$ cat src/rtl/dtr_pkg.sv
package dtr_pkg;
  localparam int unsigned MASK_W = 64;

  // number of set bits among the low len positions
  function automatic int unsigned mask_ones(input logic [MASK_W-1:0] m, input int unsigned len);
    int unsigned c;
    c = 0;
    for (int unsigned i = 0; i < MASK_W; i++)
      if (i < len && m[i]) c++;
    return c;
  endfunction

  // position of the j-th lowest set bit among the low len positions
  function automatic int unsigned mask_pos(input logic [MASK_W-1:0] m, input int unsigned len,
                                           input int unsigned j);
    int unsigned seen;
    int unsigned pos;
    seen = 0;
    pos  = 0;
    for (int unsigned i = 0; i < MASK_W; i++)
      if (i < len && m[i]) begin
        if (seen == j) pos = i;
        seen++;
      end
    return pos;
  endfunction
endpackage

$ cat src/rtl/dtr_cell.sv
module dtr_cell #(
  parameter bit RST_VAL = 1'b0
) (
  input  logic clk,
  input  logic rst_n,
  input  logic load,
  input  logic load_val,
  input  logic en,
  input  logic toggle,
  input  logic prev,
  output logic q
);
  logic nxt;

  always_comb nxt = toggle ? (q ^ prev) : prev;

  always_ff @(posedge clk or negedge rst_n) begin
    if (!rst_n)    q <= RST_VAL;
    else if (load) q <= load_val;
    else if (en)   q <= nxt;
  end
endmodule

$ cat src/rtl/dtr_seed_fix.sv
module dtr_seed_fix #(
  parameter int unsigned N = 7
) (
  input  logic [N-1:0] seed,
  output logic [N-1:0] seed_nz,
  output logic         zero_seen
);
  always_comb begin
    zero_seen = (seed == '0);
    seed_nz   = zero_seen ? N'(1) : seed;
  end
endmodule

$ cat src/rtl/dtr_ring.sv
module dtr_ring #(
  parameter int unsigned N    = 7,
  parameter logic [63:0] MASK = 64'h25,
  parameter int unsigned ROT  = 0,
  parameter int unsigned K    = 3
) (
  input  logic         clk,
  input  logic         rst_n,
  input  logic         load,
  input  logic [N-1:0] seed_nz,
  input  logic         en,
  input  logic         mode,
  output logic [N-1:0] state,
  output logic [K-1:0] taps
);
  function automatic logic [N-1:0] rot_n(input logic [N-1:0] v, input int unsigned amt);
    logic [N-1:0] r;
    for (int unsigned i = 0; i < N; i++) r[(i + amt) % N] = v[i];
    return r;
  endfunction

  function automatic logic [N-1:0] step_n(input logic [N-1:0] v, input logic tm);
    logic [N-1:0] r;
    for (int unsigned i = 0; i < N; i++)
      r[i] = (tm && MASK[i]) ? (v[i] ^ v[(i + N - 1) % N]) : v[(i + N - 1) % N];
    return r;
  endfunction

  localparam logic [N-1:0] RST_IMG = rot_n(N'(1), ROT);

  logic [N-1:0] load_img;
  logic [N-1:0] tog;
  logic [N-1:0] exp_toggle;
  logic [N-1:0] exp_shift;
  logic         step_fire;

  assign load_img   = rot_n(seed_nz, ROT);
  assign step_fire  = en && !load;
  assign exp_toggle = step_n(state, 1'b1);
  assign exp_shift  = rot_n(state, 1);

  for (genvar i = 0; i < N; i++) begin : g_cell
    localparam int unsigned UP = (i + N - 1) % N;
    if (MASK[i]) begin : g_cfg
      assign tog[i] = mode;
    end else begin : g_fix
      assign tog[i] = 1'b0;
    end
    dtr_cell #(.RST_VAL(RST_IMG[i])) u_cell (
      .clk(clk), .rst_n(rst_n), .load(load), .load_val(load_img[i]),
      .en(en), .toggle(tog[i]), .prev(state[UP]), .q(state[i])
    );
  end

  for (genvar j = 0; j < K; j++) begin : g_tap
    assign taps[j] = state[dtr_pkg::mask_pos(MASK, N, j)];
  end


  ring_nonzero_chk: assert property (@(posedge clk) disable iff (!rst_n) state != '0);

  ring_hold_chk: assert property (@(posedge clk) disable iff (!rst_n)
    (!load && !en) |=> $stable(state));

  ring_load_chk: assert property (@(posedge clk) disable iff (!rst_n)
    load |=> state == $past(load_img));

  ring_shift_chk: assert property (@(posedge clk) disable iff (!rst_n)
    (step_fire && !mode) |=> state == $past(exp_shift));

  ring_toggle_chk: assert property (@(posedge clk) disable iff (!rst_n)
    (step_fire && mode) |=> state == $past(exp_toggle));
endmodule

$ cat src/rtl/dtr_prpg.sv
module dtr_prpg #(
  parameter int unsigned RING_LEN   = 7,
  parameter int unsigned RING_CNT   = 4,
  parameter logic [63:0] T_MASK     = 64'h25,
  parameter int unsigned PHASE_STEP = 2,
  localparam int unsigned K = dtr_pkg::mask_ones(T_MASK, RING_LEN)
) (
  input  logic                  clk,
  input  logic                  rst_n,
  input  logic                  seed_load,
  input  logic [RING_LEN-1:0]   seed,
  input  logic                  advance,
  input  logic                  toggle_mode,
  output logic [RING_CNT*K-1:0] scan_bits
);
  logic [RING_LEN-1:0] seed_nz;
  logic                zero_seen;
  logic [RING_LEN-1:0] ring_state [RING_CNT];

  dtr_seed_fix #(.N(RING_LEN)) u_fix (
    .seed(seed), .seed_nz(seed_nz), .zero_seen(zero_seen)
  );

  for (genvar r = 0; r < RING_CNT; r++) begin : g_ring
    dtr_ring #(
      .N(RING_LEN), .MASK(T_MASK), .ROT((r * PHASE_STEP) % RING_LEN), .K(K)
    ) u_ring (
      .clk(clk), .rst_n(rst_n), .load(seed_load), .seed_nz(seed_nz),
      .en(advance), .mode(toggle_mode), .state(ring_state[r]),
      .taps(scan_bits[r*K +: K])
    );
  end


  zero_seed_fix_chk: assert property (@(posedge clk) disable iff (!rst_n)
    (seed_load && zero_seen) |=> ring_state[0] == RING_LEN'(1));

  seed_pass_chk: assert property (@(posedge clk) disable iff (!rst_n)
    (seed_load && !zero_seen) |=> ring_state[0] == $past(seed));
endmodule

$ cat config.mk
export PLATFORM = sky130hd
export DESIGN_NAME = dtr_prpg
export DESIGN_NICKNAME = d
export VERILOG_FILES = /design/src/rtl/dtr_pkg.sv /design/src/rtl/dtr_cell.sv /design/src/rtl/dtr_seed_fix.sv /design/src/rtl/dtr_ring.sv /design/src/rtl/dtr_prpg.sv
export SDC_FILE = /design/constraint.sdc
export NUM_CORES = 1
export LEC_CHECK = 0
export ABC_AREA = 0
export BUFFER_PORTS_ARGS = -buffer_cell sky130_fd_sc_hd__buf_2
export CAP_MARGIN = 20
export CORE_UTILIZATION = 50
export CTS_BUF_LIST = sky130_fd_sc_hd__clkbuf_16
export DETAILED_ROUTE_END_ITERATION = 6
export PLACE_DENSITY_LB_ADDON = 0.2
export SETUP_SLACK_MARGIN = 0.1
export SYNTH_ARGS = -nofsm -noshare
export SYNTH_HDL_FRONTEND = slang
export SYNTH_SLANG_ARGS = --single-unit
export TNS_END_PERCENT = 20
$ cat constraint.sdc
create_clock -name clk -period 1.1 [get_ports clk]
set_input_delay 0.22 -clock clk [delete_from_list [all_inputs] [get_ports clk]]
set_output_delay 0.22 -clock clk [all_outputs]
set_load 0.03 [all_outputs]
==> out/qor.csv <==
stage,metric,value,unit
synth,async set-reset flop share out of synthesis,100,%
synth,leading area contributor after synthesis,dfrtp_1,
timing,PnR worst setup slack,-0.101,ns
finish,Largest regs,g_ring.u_ring.g_cell.u_cell.q: 28 flops,
power_and_ir_drop,Pwr Density,1400,nW/µm²
grt,vias in the first global route,1289,
outcome,failing checks,"DRC, setup timing",
worst_hold_path,worst hold stages,2,
die,area of the core,3030,µm²
placement,global placer's final weighted congestion,0.820,
drt,final wirelength,3660,µm
timing,period utilization,109,%
power_and_ir_drop,Leak,0.870,nW
finish,filler instances,242,
worst_hold_path,Hold Path End,g_ring[0].u_ring.g_cell[2].u_cell.q$_DFFE_PN0P_,
critical_path,"Req. time, crit path",0.88,ns
timing,min Tclk post-route,1.20,ns
critical_path,crit-path cells,buf_6,
cts,htree depth,1,
timing,final slew viol count,0,
synth,YS warnings,0,
cts,clock buffer count from CTS,3,
die,starting density of the core,52.6,%
critical_path,startpoint types,flop,
cts,CTS root buffer,clkbuf_16,
drt,vias,1337,
timing,setup_tns,-0.149,ns
synth,Yosys reg bits,28,
power_and_ir_drop,combinational share of power,25.3,%
drt,DR DRC count,1,
synth,"top cells by area, synth","dfrtp_1 (38%), nor2b_1 (7.1%), a211oi_1 (6.6%), buf_4 (6.6%), dfstp_2 (6.6%)",
worst_hold_path,Hold Crit Class,in -> reg,
die,Site Rows,20,
power_and_ir_drop,P_sw,0.843,mW
cts,CTS Sinks,28,
synth,Synth Cell Area,1590,µm²
finish,Finished Layout Cells,233,
synth,"count leader, synth",nor2_1,
critical_path,R2R depth,3,
grt,largest net degree at the start of global routing,30,
drt,DR iter-0 viols,95,
power_and_ir_drop,Int Power,1.99,mW
synth,Post-synth EDFFs,0,
critical_path,R2R Path Start,g_ring[1].u_ring.g_cell[1].u_cell.q$_DFFE_PN0P_,
synth,Synth top area share,37.7,%
cts,clk buf depth,2,
critical_path,Setup CP Type,reg -> out,
drt,ANT nets after route,0,
finish,# diodes,0,
power_and_ir_drop,Clk network pwr share,29.7,%
critical_path,CP Buf/Inv Count,1,
power_and_ir_drop,sequential share of power,45.0,%
die,Die X,58.4,µm
synth,Synth Flop Type,dfrtp_1,
placement,port bufs,23,
power_and_ir_drop,overall power,2.83,mW
finish,max reg flops,28,
die,Die H,58.4,µm
cts,CTS tree,built,
synth,Synth Area per Inst,9.60,µm²
finish,Biggest register,g_ring.u_ring.g_cell.u_cell.q,
cts,Worst-path clk slew,0.07,ns
timing,RSZ-0062 raised after global routing,true,
drt,WL per Instance,15.7,µm
synth,sequential area share after synthesis,44.3,%
drt,vias per cell,5.74,
placement,placed cell count,225,
grt,Total Routing Usage GR,23.3,%
placement,Setup Slack @ Placement,-0.0695,ns
die,total die area,3420,µm²
synth,syn_nets,178,
timing,worst-margin pin slew,0.293,ns
grt,Overflow after GRT,0,
outcome,status,"complete, but fails checks",
critical_path,CP arrival,0.98,ns
cts,Worst-Skew Late Latency,0.26,ns
run,max_cap viols,0,
critical_path,Reg2Reg Capture Point,g_ring[1].u_ring.g_cell[2].u_cell.q$_DFFE_PN1P_,
worst_hold_path,HP Start,seed[2],
timing,endpoints failing setup,2,
synth,commonest cells in the netlist,"nor2_1 (25), dfrtp_1 (24), nor2b_1 (18), a211oi_1 (14), buf_4 (14)",
die,# IOs,24,
timing,Worst Skew,0.00301,ns
grt,global-route wire length before repair,6070,µm
finish,final net count,202,
timing,WHS,0.230,ns
critical_path,worst-path fanout max,4,
power_and_ir_drop,Peak VDD IR,0.859,mV
finish,layout cell share with drive strength beyond 1,33.9,%
synth,Yosys cell types,27,
critical_path,R2R setup slack,0.02,ns
grt,initial antenna violation count,0,
critical_path,Critical Path End Type,primary output,
finish,area growth from synthesis to layout,27.4,%
placement,Detailed Place HPWL,2560,µm
timing,final hold vios,0,
critical_path,Critical Path Slowest Stage Cell,dfstp_2,
timing,relative slew slack,80.5,%
critical_path,crit-path leading delay family,flip-flops,
synth,Mapped Cells,166,
critical_path,CP peak stage delay,0.58,ns
drt,First-pass DRT Iterations,6,
timing,Fmax,833,MHz
power_and_ir_drop,sw frac,29.7,%
==> final cells by class <==
| type | count | area (µm²) | area share (%) |
|---|---|---|---|
| flip-flops and latches | 28 | 707 | 34.8 |
| repair buffers | 43 | 409 | 20.2 |
| well taps | 44 | 55.1 | 2.71 |
| clock buffers | 3 | 75.1 | 3.70 |
| clock inverters | 1 | 3.75 | 0.185 |
| multi-input cells | 114 | 779 | 38.4 |
==> layer usage <==
layer  GRT usage (%)  vias to the layer above  wire length (µm)
met4            8.16                        0                53
li1                -                      636                 -
met1            32.6                      668              1690
met2            37.6                       27              1820
met3            2.86                        6                93
met5               0                        -                 0
==> kinds of logic after synthesis <==
group / count (synthesis) / synth area share, %
AND/OR/NAND/NOR: 65 / 22.7
AO/OA/AOI/OAI: 47 / 22.2
flip-flops: 28 / 44.3
buffers and inverters: 24 / 9.58
multiplexers: 2 / 1.26
==> layout by cell type, fill, tap and decap left out <==
cell type / count
and4_1: 4
a211oi_1: 13
a211oi_2: 1
buf_6: 13
nand2_1: 2
dfrtp_2: 1
a21oi_1: 10
and3_1: 1
clkbuf_16: 3
o21ai_1: 1
a21oi_2: 1
buf_12: 5
dfstp_2: 4
nor4_1: 1
nor2_1: 25
mux2i_1: 2
nand2b_1: 1
inv_1: 1
o31ai_2: 2
a31oi_1: 2
nor2b_1: 18
dlygate4sd3_1: 1
or3b_1: 2
nor3b_1: 6
buf_4: 13
dfrtp_1: 23
and3_4: 3
a41o_1: 2
a21o_1: 2
o41ai_2: 4
nand4_1: 2
o21ai_2: 3
buf_2: 11
a22o_1: 4
o21ai_0: 2
==> per-stage QoR <==
step | cell area [µm²] | util, %
5_1_grt | 2030 | 67.0
3_3_place_gp | 1790 | 59.2
2_1_floorplan | 1590 | -
3_5_place_dp | 1790 | 59.2
4_1_cts | 2000 | 66.1
6_report | 2030 | 67.0
==> how the worst max path moves through the flow <==
stage                                                                from                                         endpoint  slack, ns  depth (start not counted)
after floorplan           g_ring[3].u_ring.g_cell[6].u_cell.q$_DFFE_PN1P_  g_ring[3].u_ring.g_cell[0].u_cell.q$_DFFE_PN0P_       0.09                          3
after global placement                                        toggle_mode  g_ring[0].u_ring.g_cell[5].u_cell.q$_DFFE_PN0P_     -0.003                          4
after detailed placement                                          advance  g_ring[2].u_ring.g_cell[0].u_cell.q$_DFFE_PN0P_      -0.07                          4
after CTS                 g_ring[1].u_ring.g_cell[2].u_cell.q$_DFFE_PN1P_                                     scan_bits[4]      -0.09                          1
after global routing      g_ring[1].u_ring.g_cell[2].u_cell.q$_DFFE_PN1P_                                     scan_bits[4]      -0.12                          1
final                     g_ring[1].u_ring.g_cell[2].u_cell.q$_DFFE_PN1P_                                     scan_bits[4]      -0.10                          1
==> power groups by stage <==
| stage | sequential (mW) | combinational (mW) | clock, mW |
|---|---|---|---|
| 6_report | 1.28 | 0.716 | 0.843 |
| 5_1_grt | 1.29 | 0.776 | 0.884 |
| 4_1_cts | 1.27 | 0.695 | 0.847 |
| 3_5_place_dp | 1.28 | 0.596 | 0 |
| 3_3_place_gp | 1.27 | 0.584 | 0 |
| 2_1_floorplan | 1.24 | 0.465 | 0 |
==> timing repair <==
action                                 in CTS  in global routing
pin swaps                                  12                  9
endpoints found under the hold margin       6                  0
setup buffers                               2                  1
resized for setup                          34                  5
hold buffers                                1                  0
setup endpoints to repair                  17                 30
Note: power is estimated with default switching activity, not from simulation.
